==> src/rtl/sh_pkg.sv <==
package sh_pkg;
  typedef enum logic [2:0] {
    ST_IDLE,
    ST_LEAD,
    ST_HIGH,
    ST_LOW,
    ST_DONE
  } sh_state_e;
endpackage

==> src/rtl/sh_phase_timer.sv <==
module sh_phase_timer #(
  parameter int W = 16
) (
  input  logic         clk,
  input  logic         rst_n,
  input  logic         load,
  input  logic [W-1:0] load_val,
  output logic         expired
);
  logic [W-1:0] cnt;

  always_ff @(posedge clk or negedge rst_n) begin
    if (!rst_n)          cnt <= '0;
    else if (load)       cnt <= load_val;
    else if (cnt != '0)  cnt <= cnt - 1'b1;
  end

  assign expired = (cnt == '0);
endmodule

==> src/rtl/sh_bit_assembler.sv <==
module sh_bit_assembler #(
  parameter int NBITS = 32
) (
  input  logic             clk,
  input  logic             rst_n,
  input  logic             clear,
  input  logic             shift_en,
  input  logic             bit_in,
  output logic [NBITS-1:0] word,
  output logic             full
);
  localparam int CW = $clog2(NBITS + 1);
  logic [CW-1:0] count;

  // Right shift: the earliest bit ends up in bit 0 once NBITS bits are in.
  always_ff @(posedge clk or negedge rst_n) begin
    if (!rst_n) begin
      word  <= '0;
      count <= '0;
    end else if (clear) begin
      word  <= '0;
      count <= '0;
    end else if (shift_en && !full) begin
      word  <= {bit_in, word[NBITS-1:1]};
      count <= count + 1'b1;
    end
  end

  assign full = (count == CW'(NBITS));
endmodule

==> src/rtl/sync_header_reader.sv <==
module sync_header_reader
  import sh_pkg::*;
#(
  parameter int CLK_PER_US = 125,
  parameter int LEAD_US    = 20,
  parameter int HIGH_US    = 20,
  parameter int LOW_US     = 20,
  parameter int HDR_BITS   = 32,
  parameter int FIELD_BITS = 8
) (
  input  logic                  clk,
  input  logic                  rst_n,
  input  logic                  start,
  input  logic                  io_in,
  output logic                  card_clk,
  output logic                  busy,
  output logic                  hdr_valid,
  input  logic                  hdr_ready,
  output logic [HDR_BITS-1:0]   header,
  output logic [FIELD_BITS-1:0] proto_code,
  output logic [FIELD_BITS-1:0] proto_param,
  output logic                  proto_bad
);
  localparam int LEAD_CYC = LEAD_US * CLK_PER_US;
  localparam int HIGH_CYC = HIGH_US * CLK_PER_US;
  localparam int LOW_CYC  = LOW_US * CLK_PER_US;
  localparam int MAX_A    = (LEAD_CYC > HIGH_CYC) ? LEAD_CYC : HIGH_CYC;
  localparam int MAX_CYC  = (MAX_A > LOW_CYC) ? MAX_A : LOW_CYC;
  localparam int TW       = $clog2(MAX_CYC + 1);

  // Elaboration-time window checks
  if (LEAD_US < 10 || LEAD_US > 100) begin : g_bad_lead
    $error("lead time must be 10..100 us");
  end
  if (HIGH_US < 10 || HIGH_US > 50) begin : g_bad_high
    $error("high phase must be 10..50 us");
  end
  if (LOW_US < 10 || LOW_US > 100) begin : g_bad_low
    $error("low phase must be 10..100 us");
  end
  if (HIGH_US + LOW_US < 20 || HIGH_US + LOW_US > 142) begin : g_bad_rate
    $error("bit period must give 7..50 kbit/s");
  end
  if (HDR_BITS < 2 * FIELD_BITS || CLK_PER_US < 1) begin : g_bad_shape
    $error("header too short for two fields or zero clock rate");
  end

  sh_state_e     state, state_nx;
  logic          tmr_load, tmr_expired, sh_clear, sh_shift, sh_full;
  logic [TW-1:0] tmr_val;

  sh_phase_timer #(.W(TW)) u_timer (
    .clk      (clk),
    .rst_n    (rst_n),
    .load     (tmr_load),
    .load_val (tmr_val),
    .expired  (tmr_expired)
  );

  sh_bit_assembler #(.NBITS(HDR_BITS)) u_asm (
    .clk      (clk),
    .rst_n    (rst_n),
    .clear    (sh_clear),
    .shift_en (sh_shift),
    .bit_in   (io_in),
    .word     (header),
    .full     (sh_full)
  );

  always_comb begin
    state_nx = state;
    tmr_load = 1'b0;
    tmr_val  = '0;
    sh_clear = 1'b0;
    sh_shift = 1'b0;
    unique case (state)
      ST_IDLE: if (start) begin
        state_nx = ST_LEAD;
        tmr_load = 1'b1;
        tmr_val  = TW'(LEAD_CYC - 1);
        sh_clear = 1'b1;
      end
      ST_LEAD, ST_LOW: if (tmr_expired) begin
        // rising card clock: take the bit the card set up on the last fall
        state_nx = ST_HIGH;
        tmr_load = 1'b1;
        tmr_val  = TW'(HIGH_CYC - 1);
        sh_shift = 1'b1;
      end
      ST_HIGH: if (tmr_expired) begin
        if (sh_full) begin
          state_nx = ST_DONE;
        end else begin
          state_nx = ST_LOW;
          tmr_load = 1'b1;
          tmr_val  = TW'(LOW_CYC - 1);
        end
      end
      ST_DONE: if (hdr_ready) state_nx = ST_IDLE;
      default: state_nx = ST_IDLE;
    endcase
  end

  always_ff @(posedge clk or negedge rst_n) begin
    if (!rst_n) begin
      state    <= ST_IDLE;
      card_clk <= 1'b0;
    end else begin
      state    <= state_nx;
      card_clk <= (state_nx == ST_HIGH);
    end
  end

  assign busy        = (state == ST_LEAD) || (state == ST_HIGH) || (state == ST_LOW);
  assign hdr_valid   = (state == ST_DONE);
  assign proto_code  = header[FIELD_BITS-1:0];
  assign proto_param = header[2*FIELD_BITS-1:FIELD_BITS];
  assign proto_bad   = hdr_valid && ((proto_code == '0) || (&proto_code));
endmodule

==> config.mk <==
export PLATFORM = sky130hd
export DESIGN_NAME = sync_header_reader
export DESIGN_NICKNAME = d
export VERILOG_FILES = /design/src/rtl/sh_pkg.sv /design/src/rtl/sh_phase_timer.sv /design/src/rtl/sh_bit_assembler.sv /design/src/rtl/sync_header_reader.sv
export SDC_FILE = /design/constraint.sdc
export NUM_CORES = 1
export LEC_CHECK = 0
export ABC_AREA = 1
export BUFFER_PORTS_ARGS = -buffer_cell sky130_fd_sc_hd__buf_2
export CAP_MARGIN = 20
export CORE_UTILIZATION = 45
export CTS_BUF_LIST = sky130_fd_sc_hd__clkbuf_4
export CTS_CLUSTER_DIAMETER = 100
export DETAILED_ROUTE_END_ITERATION = 10
export PLACE_DENSITY = 0.67
export SLEW_MARGIN = 25
export SYNTH_ARGS = -nofsm -noshare
export SYNTH_HDL_FRONTEND = slang
export SYNTH_SLANG_ARGS = --single-unit
==> constraint.sdc <==
create_clock -name clk -period 2.1 [get_ports clk]
set_input_delay 0.105 -clock clk [delete_from_list [all_inputs] [get_ports clk]]
set_output_delay 0.105 -clock clk [all_outputs]
set_load 0.02 [all_outputs]
* Yosys cells after proc, flatten, opt, wreduce, memory -nomap -nowiden
Cells that the tools add are included.
** Cells by class
- $add $sub $neg :: 2
- Eq/ne operators :: 6
- Multiplexer cells :: 24
- Reductions and logical operators :: 14
** Operators by type and width (number)
- two-way mux 12 bit :: 6
- two-way mux 32 bit :: 2
- case mux 12 bit (3 select lines) :: 1
- two-way mux 3 bit :: 5
- zero test 12 bit :: 1
- two-way mux 6 bit :: 2
- case mux 3 bit (4 select lines) :: 1
- nonzero test 12 bit :: 1
- subtractor 12 x 1 -> 12 bit, second input constant :: 1
- equality test 3 x 2 -> 1 bit, second input constant :: 3
- zero test 8 bit :: 1
- AND reduction 8 bit :: 1
- adder 6 x 1 -> 6 bit, second input constant :: 1
- equality test 6 bit, second input constant :: 1
- two-way mux 1 bit :: 6
- nonzero test 2 bit :: 2
- equality test 3 x 1 -> 1 bit, second input constant :: 1
- equality test 3 bit, second input constant :: 1
- zero test 3 bit :: 1
- logical OR 1 bit :: 3
- case mux 1 bit (3 select lines) :: 1
- logical AND 1 bit :: 2
- OR reduction 2 bit :: 1
- zero test 1 bit :: 1
** Storage, ports and cells
- Bits in registers :: 54
- Input bits :: 5
- Output and inout bits :: 52
- Word-level logic and storage cells :: 51

* Logic depth before layout (Yosys ltp)
Gate-level depths: netlist of run 1.
- Depth after elaboration :: 6
- Gate-level depth with buffers :: 9
- Depth with buffers taken out :: 9

* Modules after synthesis
From an unflattened synthesis of run 1, not the netlist that was laid out.
** Unflattened totals
- Cell total of the unflattened synthesis :: 407
- Area, all modules :: 3096.7 µm²
** By module, submodules not included
- sh_bit_assembler :: times used 1, cells an instance 214, area an instance 1813.0 µm², sequential area each 950.9 µm²
- sh_phase_timer :: times used 1, cells an instance 122, area an instance 834.6 µm², sequential area each 300.3 µm²
- sync_header_reader :: times used 1, cells an instance 71, area an instance 449.2 µm², sequential area each 100.1 µm²

* Worst setup path before layout of run 1
No wires, ideal clock.
- Kind :: reg2reg
- From :: register u_timer.cnt[0]
- To :: register u_asm.word[10]
- Setup time :: 126 ps
- Arrival :: 1479 ps
- Data required time :: 1974 ps
- Setup slack :: 495 ps
- Cell stages (with the launch flop) :: 9
- Path buffers :: 1
- Period minus slack after synthesis :: 1605 ps
- Cells stage by stage :: dfrtp_1 > inv_1 > ha_1 > nand2_2 > nor2_8 > nand3_4 > nor2_8 > buf_6 > o21ai_0
** On the way
- Longest elaborated chain between the ends :: 5
** RTL lines
- start: declaration :: RTL line sh_phase_timer.sv:10 : logic [W-1:0] cnt;
- start signal: assignment :: RTL line sh_phase_timer.sv:14 : else if (load) cnt <= load_val;
- start signal: assignment :: RTL line sh_phase_timer.sv:15 : else if (cnt != '0) cnt <= cnt - 1'b1;
- zero test 12 bit :: RTL line sh_phase_timer.sv:18 : assign expired = (cnt == '0);
- two-way mux 1 bit :: RTL line sync_header_reader.sv:83 : ST_LEAD, ST_LOW: if (tmr_expired) begin
- two-way mux 1 bit :: RTL line sync_header_reader.sv:76 : unique case (state)
- logical AND 1 bit :: RTL line sh_bit_assembler.sv:23 : end else if (shift_en && !full) begin
- nonzero test 2 bit (no source line)
- end signal: assignment :: RTL line sh_bit_assembler.sv:24 : word <= {bit_in, word[NBITS-1:1]};
- end: declaration :: RTL line sh_bit_assembler.sv:9 : output logic [NBITS-1:0] word,
Every way passes these cells.
A chain may end at the register's enable or synchronous reset.

* Worst setup path after layout of run 1
- From :: register u_timer.cnt[0]
- To :: register u_asm.count[5]
** On the way
- Longest elaborated chain between the ends :: 5
** RTL lines
- zero test 12 bit :: RTL line sh_phase_timer.sv:18
- two-way mux 1 bit :: RTL line sync_header_reader.sv:83
- two-way mux 1 bit :: RTL line sync_header_reader.sv:76
- logical AND 1 bit :: RTL line sh_bit_assembler.sv:23
- nonzero test 2 bit (no source line)
- end signal: assignment :: RTL line sh_bit_assembler.sv:25 : count <= count + 1'b1;
- end: declaration :: RTL line sh_bit_assembler.sv:13 : logic [CW-1:0] count;
Every way passes these cells.

==> flow_summary_export.csv, run 1 <==
group,metric,value,unit
status,status,"complete, but fails checks",
status,failed_checks,"DRC",
setup_path,end_kind,"flop",
die,pin_count,57,
timing,finalCritPeriodShare,87.14,%
die,core_area,0.006422,mm²
die,die_w,83.88,µm
setup_path,worst_setup_path_start_kind,"flop",
worst_hold_path,hold_path_class,"input port to flop",
synth,synth_nets,401,
cts,cts_resized,0,
synth,netlist_area,0.003017,mm²
detailed_routing,routed_wl,5811,µm
place,portBuffers,56,
global_route,antenna_found_initial,0,
power_and_ir_drop,ir_drop,0.0003867,V
detailed_routing,drc,6,
timing,tightest_slew,586.9,ps
timing,drv_slew,0,
detailed_routing,first_pass_iters,7,
power_and_ir_drop,power_density,729.4,mW/mm²
die,die-area,0.007035,mm²
power_and_ir_drop,pwr-share-comb,27.7,%
synth,synth_warnings,0,
timing,max-slew-margin-rel,60.87,%
die,rows,29,
power_and_ir_drop,power_frac_clock,19.4,%
global_route,grt_max_degree,40,
finish,n_antenna_cell,0,
cts,htreeDepth,2,
cts,cts_buffers,5,
synth,yosysTopAreaCell,"dfrtp_1",
timing,finalHoldViolCount,0,
power_and_ir_drop,power.switching,0.0008890,W
cts,cts_root_buf,"clkbuf_4",
finish,area_growth,10.33,%
setup_path,critical_path_peak_fanout,24,
synth,avgSynthCellArea,7.676,µm²
finish,drive_above_1_share,21.05,%
cts,cts_tree,"done",
timing,skew,15.71,ps
global_route,grt_remaining_overflow,0,
place,place.gp.congestion,0.7907,
synth,ys_top_cells_by_area,"dfrtp_1, nand2_1, inv_1, nor2_1, nand3_1",
synth,ys_types,28,
global_route,grt_first_pass_wirelength,10190,µm
setup_path,cp.required,2430,ps
finish,nets,444,
cts,clk_latency,370,ps
setup_path,worstPathArrival,2160,ps
power_and_ir_drop,swShare,36.62,%
power_and_ir_drop,total_power,0.002428,W
die,fp.dieH,83.88,µm
synth,synthCells,393,
synth,yosys.area.top_type_share,44.79,%
detailed_routing,ant_nets,0,
timing,rsz0062_at_grt,"false",
global_route,track_usage,18.07,%
detailed_routing,drtIter0Drc,149,
setup_path,crit_type,"flop to flop",
job,cap_violations,0,
global_route,grt_pass1_vias,2224,
cts,cts_sinks,54,
detailed_routing,post_drt_wl_per_cell,11.31,µm
power_and_ir_drop,share_seq_of_total_power,52.9,%
timing,setup_violations,0,
die,start_util,46.97,%
detailed_routing,via_per_inst,4.753,
cts,cts_buffer_depth,2,
timing,tns,0,ps
power_and_ir_drop,p_leak,1.786,nW
synth,seq_area_frac_synth,44.79,%
timing,fin_ws,270.0,ps
cts,cts_post_setup_buffers_inserted,0,
synth,ys_ff_latch,54,
cts,clkTransAtPathRegs,160,ps
cts,hold_buffers,3,
power_and_ir_drop,internal_power,0.001539,W
timing,period_needed,1830,ps
detailed_routing,via_count,2443,
place,dp_slack,272.5,ps
timing,timing.fmax,546.4,MHz
place,hpwl,4102,µm
## flip-flops by register name, indices dropped and copies added (netlist names)
signal       count
card_clk         1
u_timer.cnt     12
state            3
u_asm.count      6
u_asm.word      32
## stage by stage
step	std cells	hold slack, ps	cell area, µm²	util, %
3_5_place_dp	503	142.2	3241	50.46
6_report	514	209.9	3328	51.82
5_1_grt	514	230.0	3328	51.82
3_3_place_gp	503	138.2	3241	50.46
2_1_floorplan	393	-190.6	3017	-
4_1_cts	514	180.2	3328	51.82
## final timing paths
path | cells after the start | slack [ps] | start | endpoint
min reg2reg | 2 | 530 | u_timer.cnt[11] | u_timer.cnt[11]
max in group asynchronous | 3 | 1290 | rst_n | u_asm.word[16]
min | 5 | 210 | start | state[0]
max | 9 | 270 | u_timer.cnt[0] | u_asm.count[5]
max reg2reg | 9 | 270 | u_timer.cnt[0] | u_asm.count[5]
min in group asynchronous | 2 | 240 | rst_n | u_timer.cnt[11]
## area by class of cell
cell class	count	area, µm²
Clock buffer	5	37.54
Clock inverter	3	20.02
Fill cell	593	3094
Inverter	73	274.0
Multi-Input combinational cell	238	1176
Sequential cell	54	1351
Tap cell	77	96.34
Timing Repair Buffer	64	372.9
## layer usage
| layer | vias up | GRT usage [%] | wire length [µm] |
|---|---|---|---|
| met2 | 63 | 27.87 | 2666 |
| met3 | 2 | 3.858 | 270 |
| met4 | 0 | 5.956 | 42 |
| met5 | - | 0 | 0 |
| met1 | 1098 | 25.35 | 2831 |
| li1 | 1280 | - | - |
## cells in the mapped netlist
cell type,n
or2_2,1
buf_12,1
o21ai_0,22
nor2_2,2
o31ai_1,1
nor2_1,56
nand2_1,85
nor2_8,2
nand4_2,1
nand4_1,9
buf_2,5
a21oi_1,1
nand3_1,30
buf_6,4
nand2_2,3
dfrtp_1,54
ha_1,3
nor3_1,3
nor4_1,2
inv_2,1
nor2_4,1
xnor2_1,1
nand3_4,1
o21ai_2,11
xor2_1,3
clkbuf_1,2
inv_1,72
buf_4,16
## power groups by stage
stage	clock network, W	logic, W	registers, W
floorplan	0	0.000463	0.00135
global placement	0	0.000664	0.00130
detailed placement	0	0.000673	0.00131
CTS	0.000495	0.000679	0.00129
global route	0.000540	0.000776	0.00131
finish	0.000471	0.000673	0.00128
## cell usage in the layout, fill, tap and decap left out, types with 3 or more instances in the layout
master,netlist,layout
nand2_1,85,85
inv_1,72,72
buf_2,5,56
nor2_1,56,55
dfrtp_1,54,54
nand3_1,30,30
o21ai_0,22,22
o21ai_2,11,11
nand4_1,9,9
clkbuf_4,0,5
nand2_2,3,3
nor2_2,2,3
nor3_1,3,3
xor2_1,3,3
ha_1,3,3
dlygate4sd3_1,0,3
buf_4,16,3
## kinds of logic (layout without fill, tap and decap cells)
family,count (synthesis),count (layout),share of synthesized area [%]
buffers and inverters,101,145,16.30
AND/OR/NAND/NOR,196,196,29.24
XOR/XNOR,4,4,1.162
flip-flops,54,54,44.79
AO/OA/AOI/OAI,35,35,7.258
adder cells (fa/ha/maj),3,3,1.244
## worst max-delay path: stages, from the launching register on
cell,delay (ps)
dfrtp_1,430
inv_1,90
ha_1,240
nand2_2,130
nor2_8,200
nand3_4,120
nor2_8,210
buf_12,200
nand3_1,100
nand2_1,60
Power figures use the tool's default switching activity.
==> inputs of run 2 (changes only) <==
MAX_ROUTING_LAYER = met4   (was not set)
==> flow_summary_export.csv, run 2 (same netlist as run 1, synthesis figures left out) <==
group,metric,value,unit
finish,reg_top3,"u_asm.word: 32 flops, u_timer.cnt: 12 flops, u_asm.count: 6 flops",
global_route,grt_first_pass_wirelength,10180,µm
global_route,grt_remaining_overflow,0,
cts,cts_root_buf,"clkbuf_4",
setup_path,crit_family,"simple AND/OR/NAND/NOR gates",
finish,drive_above_1_share,21.05,%
setup_path,end_kind,"flop",
timing,skew,16.21,ps
finish,final_common_cell,"nand2_1",
detailed_routing,post_drt_wl_per_cell,11.25,µm
status,status,"complete, but fails checks",
finish,largest_reg_flops,32,
timing,tns,0,ps
finish,area_growth,10.33,%
cts,clkTransAtPathRegs,160,ps
global_route,antenna_found_initial,0,
power_and_ir_drop,p_leak,1.786,nW
setup_path,critPathMaxStageDelay,430,ps
detailed_routing,first_pass_iters,9,
place,hpwl,4102,µm
finish,nets,444,
cts,cts_tree,"done",
cts,hold_buffers,3,
die,die-area,0.007035,mm²
die,core_area,0.006422,mm²
timing,max-slew-margin-rel,61.84,%
setup_path,crit_type,"flop to flop",
setup_path,cp.required,2430,ps
timing,drv_slew,0,
status,failed_checks,"DRC",
timing,finalHoldViolCount,0,
die,start_util,46.97,%
setup_path,crit_buf_inv,2,
timing,tightest_slew,572.4,ps
timing,period_needed,1832,ps
die,fp.dieH,83.88,µm
job,cap_violations,0,
setup_path,worst_setup_path_start_kind,"flop",
setup_path,slowest_stage,"dfrtp_1",
cts,cts_buffers,5,
global_route,track_usage,18.59,%
setup_path,worstPathArrival,2160,ps
die,pin_count,57,
finish,final_cell_mix,"nand2_1, inv_1, buf_2",
setup_path,crit_path_cell_trace,"inv_1 > ha_1 > nand2_2 > nor2_8 > nand3_4 > nor2_8 > buf_12 > nand3_1 > nand2_1",
worst_hold_path,hold_path_class,"input port to flop",
cts,cts_resized,0,
die,die_w,83.88,µm
detailed_routing,via_per_inst,4.749,
cts,clk_latency,380,ps
finish,n_antenna_cell,0,
cts,htreeDepth,2,
timing,timing.fmax,546.0,MHz
place,place.gp.congestion,0.8019,
setup_path,cpMostUsedCell,"nor2_8",
power_and_ir_drop,ir_drop,0.0003881,V
detailed_routing,drc,6,
cts,cts_post_setup_buffers_inserted,0,
global_route,grt_pass1_vias,2227,
global_route,grt_max_degree,40,
detailed_routing,via_count,2441,
detailed_routing,routed_wl,5781,µm
timing,finalCritPeriodShare,87.22,%
place,portBuffers,56,
cts,cts_sinks,54,
timing,rsz0062_at_grt,"false",
setup_path,critical_path_peak_fanout,24,
finish,final_util,51.82,%
detailed_routing,drtIter0Drc,158,
timing,setup_violations,0,
detailed_routing,ant_nets,0,
die,rows,29,
cts,cts_buffer_depth,2,
power_and_ir_drop,power_density,729.5,mW/mm²
finish,top_register,"u_asm.word",
run 2: cell counts in the layout (fill, tap and decap cells not counted):
No cell type changed its count.
run 2: tightest hold or removal path, stage by stage:
cell and delay, ps:
buf_2 100, nand2_1 70, nor2_2 40, inv_1 110, nand3_1 120
run 2: where the power goes:
| group | internal [W] | leakage [nW] | switching (W) |
|---|---|---|---|
| logic | 0.000237 | 1.05 | 0.000435 |
| registers | 0.00117 | 0.702 | 0.000114 |
| clock network | 0.000132 | 0.0292 | 0.000341 |
| total | 0.00154 | 1.79 | 0.000889 |
run 2: layout make-up:
class,count,area [µm²]
fillers,593,3094
inverters,73,274.0
multi-input cells,238,1176
clock inverters,3,20.02
repair buffers,64,372.9
well taps,77,96.34
clock buffers,5,37.54
flip-flops and latches,54,1351
run 2: path summary, 6_finish.rpt:
path	start	endpoint	slack [ps]	depth (start not counted)
max	u_timer.cnt[0]	u_asm.count[5]	270	9
min	start	state[0]	210	5
max reg2reg	u_timer.cnt[0]	u_asm.count[5]	270	9
min reg2reg	u_timer.cnt[11]	u_timer.cnt[11]	530	2
max in group asynchronous	rst_n	u_asm.count[4]	1310	3
min in group asynchronous	rst_n	u_timer.cnt[10]	230	2
run 2: per-layer routing:
layer,GRT usage [%],routed length [µm],vias to the layer above
li1,-,-,1277
met1,25.35,2851,1101
met2,27.87,2634,59
met3,3.858,228,4
met4,5.956,66,0
met5,-,0,-
run 2: stage by stage:
| step | hold slack (ps) | instances | total power (W) | worst slack, ps | instance area [µm²] |
|---|---|---|---|---|---|
| after floorplan | -190.6 | 393 | 0.001817 | 494.6 | 3017 |
| after global placement | 138.2 | 503 | 0.001965 | 346.4 | 3241 |
| after detailed placement | 142.2 | 503 | 0.001979 | 272.5 | 3241 |
| after CTS | 180.2 | 514 | 0.002460 | 249.3 | 3328 |
| after global routing | 230.0 | 514 | 0.002622 | 63.86 | 3328 |
| final | 205.4 | 514 | 0.002428 | 268.4 | 3328 |
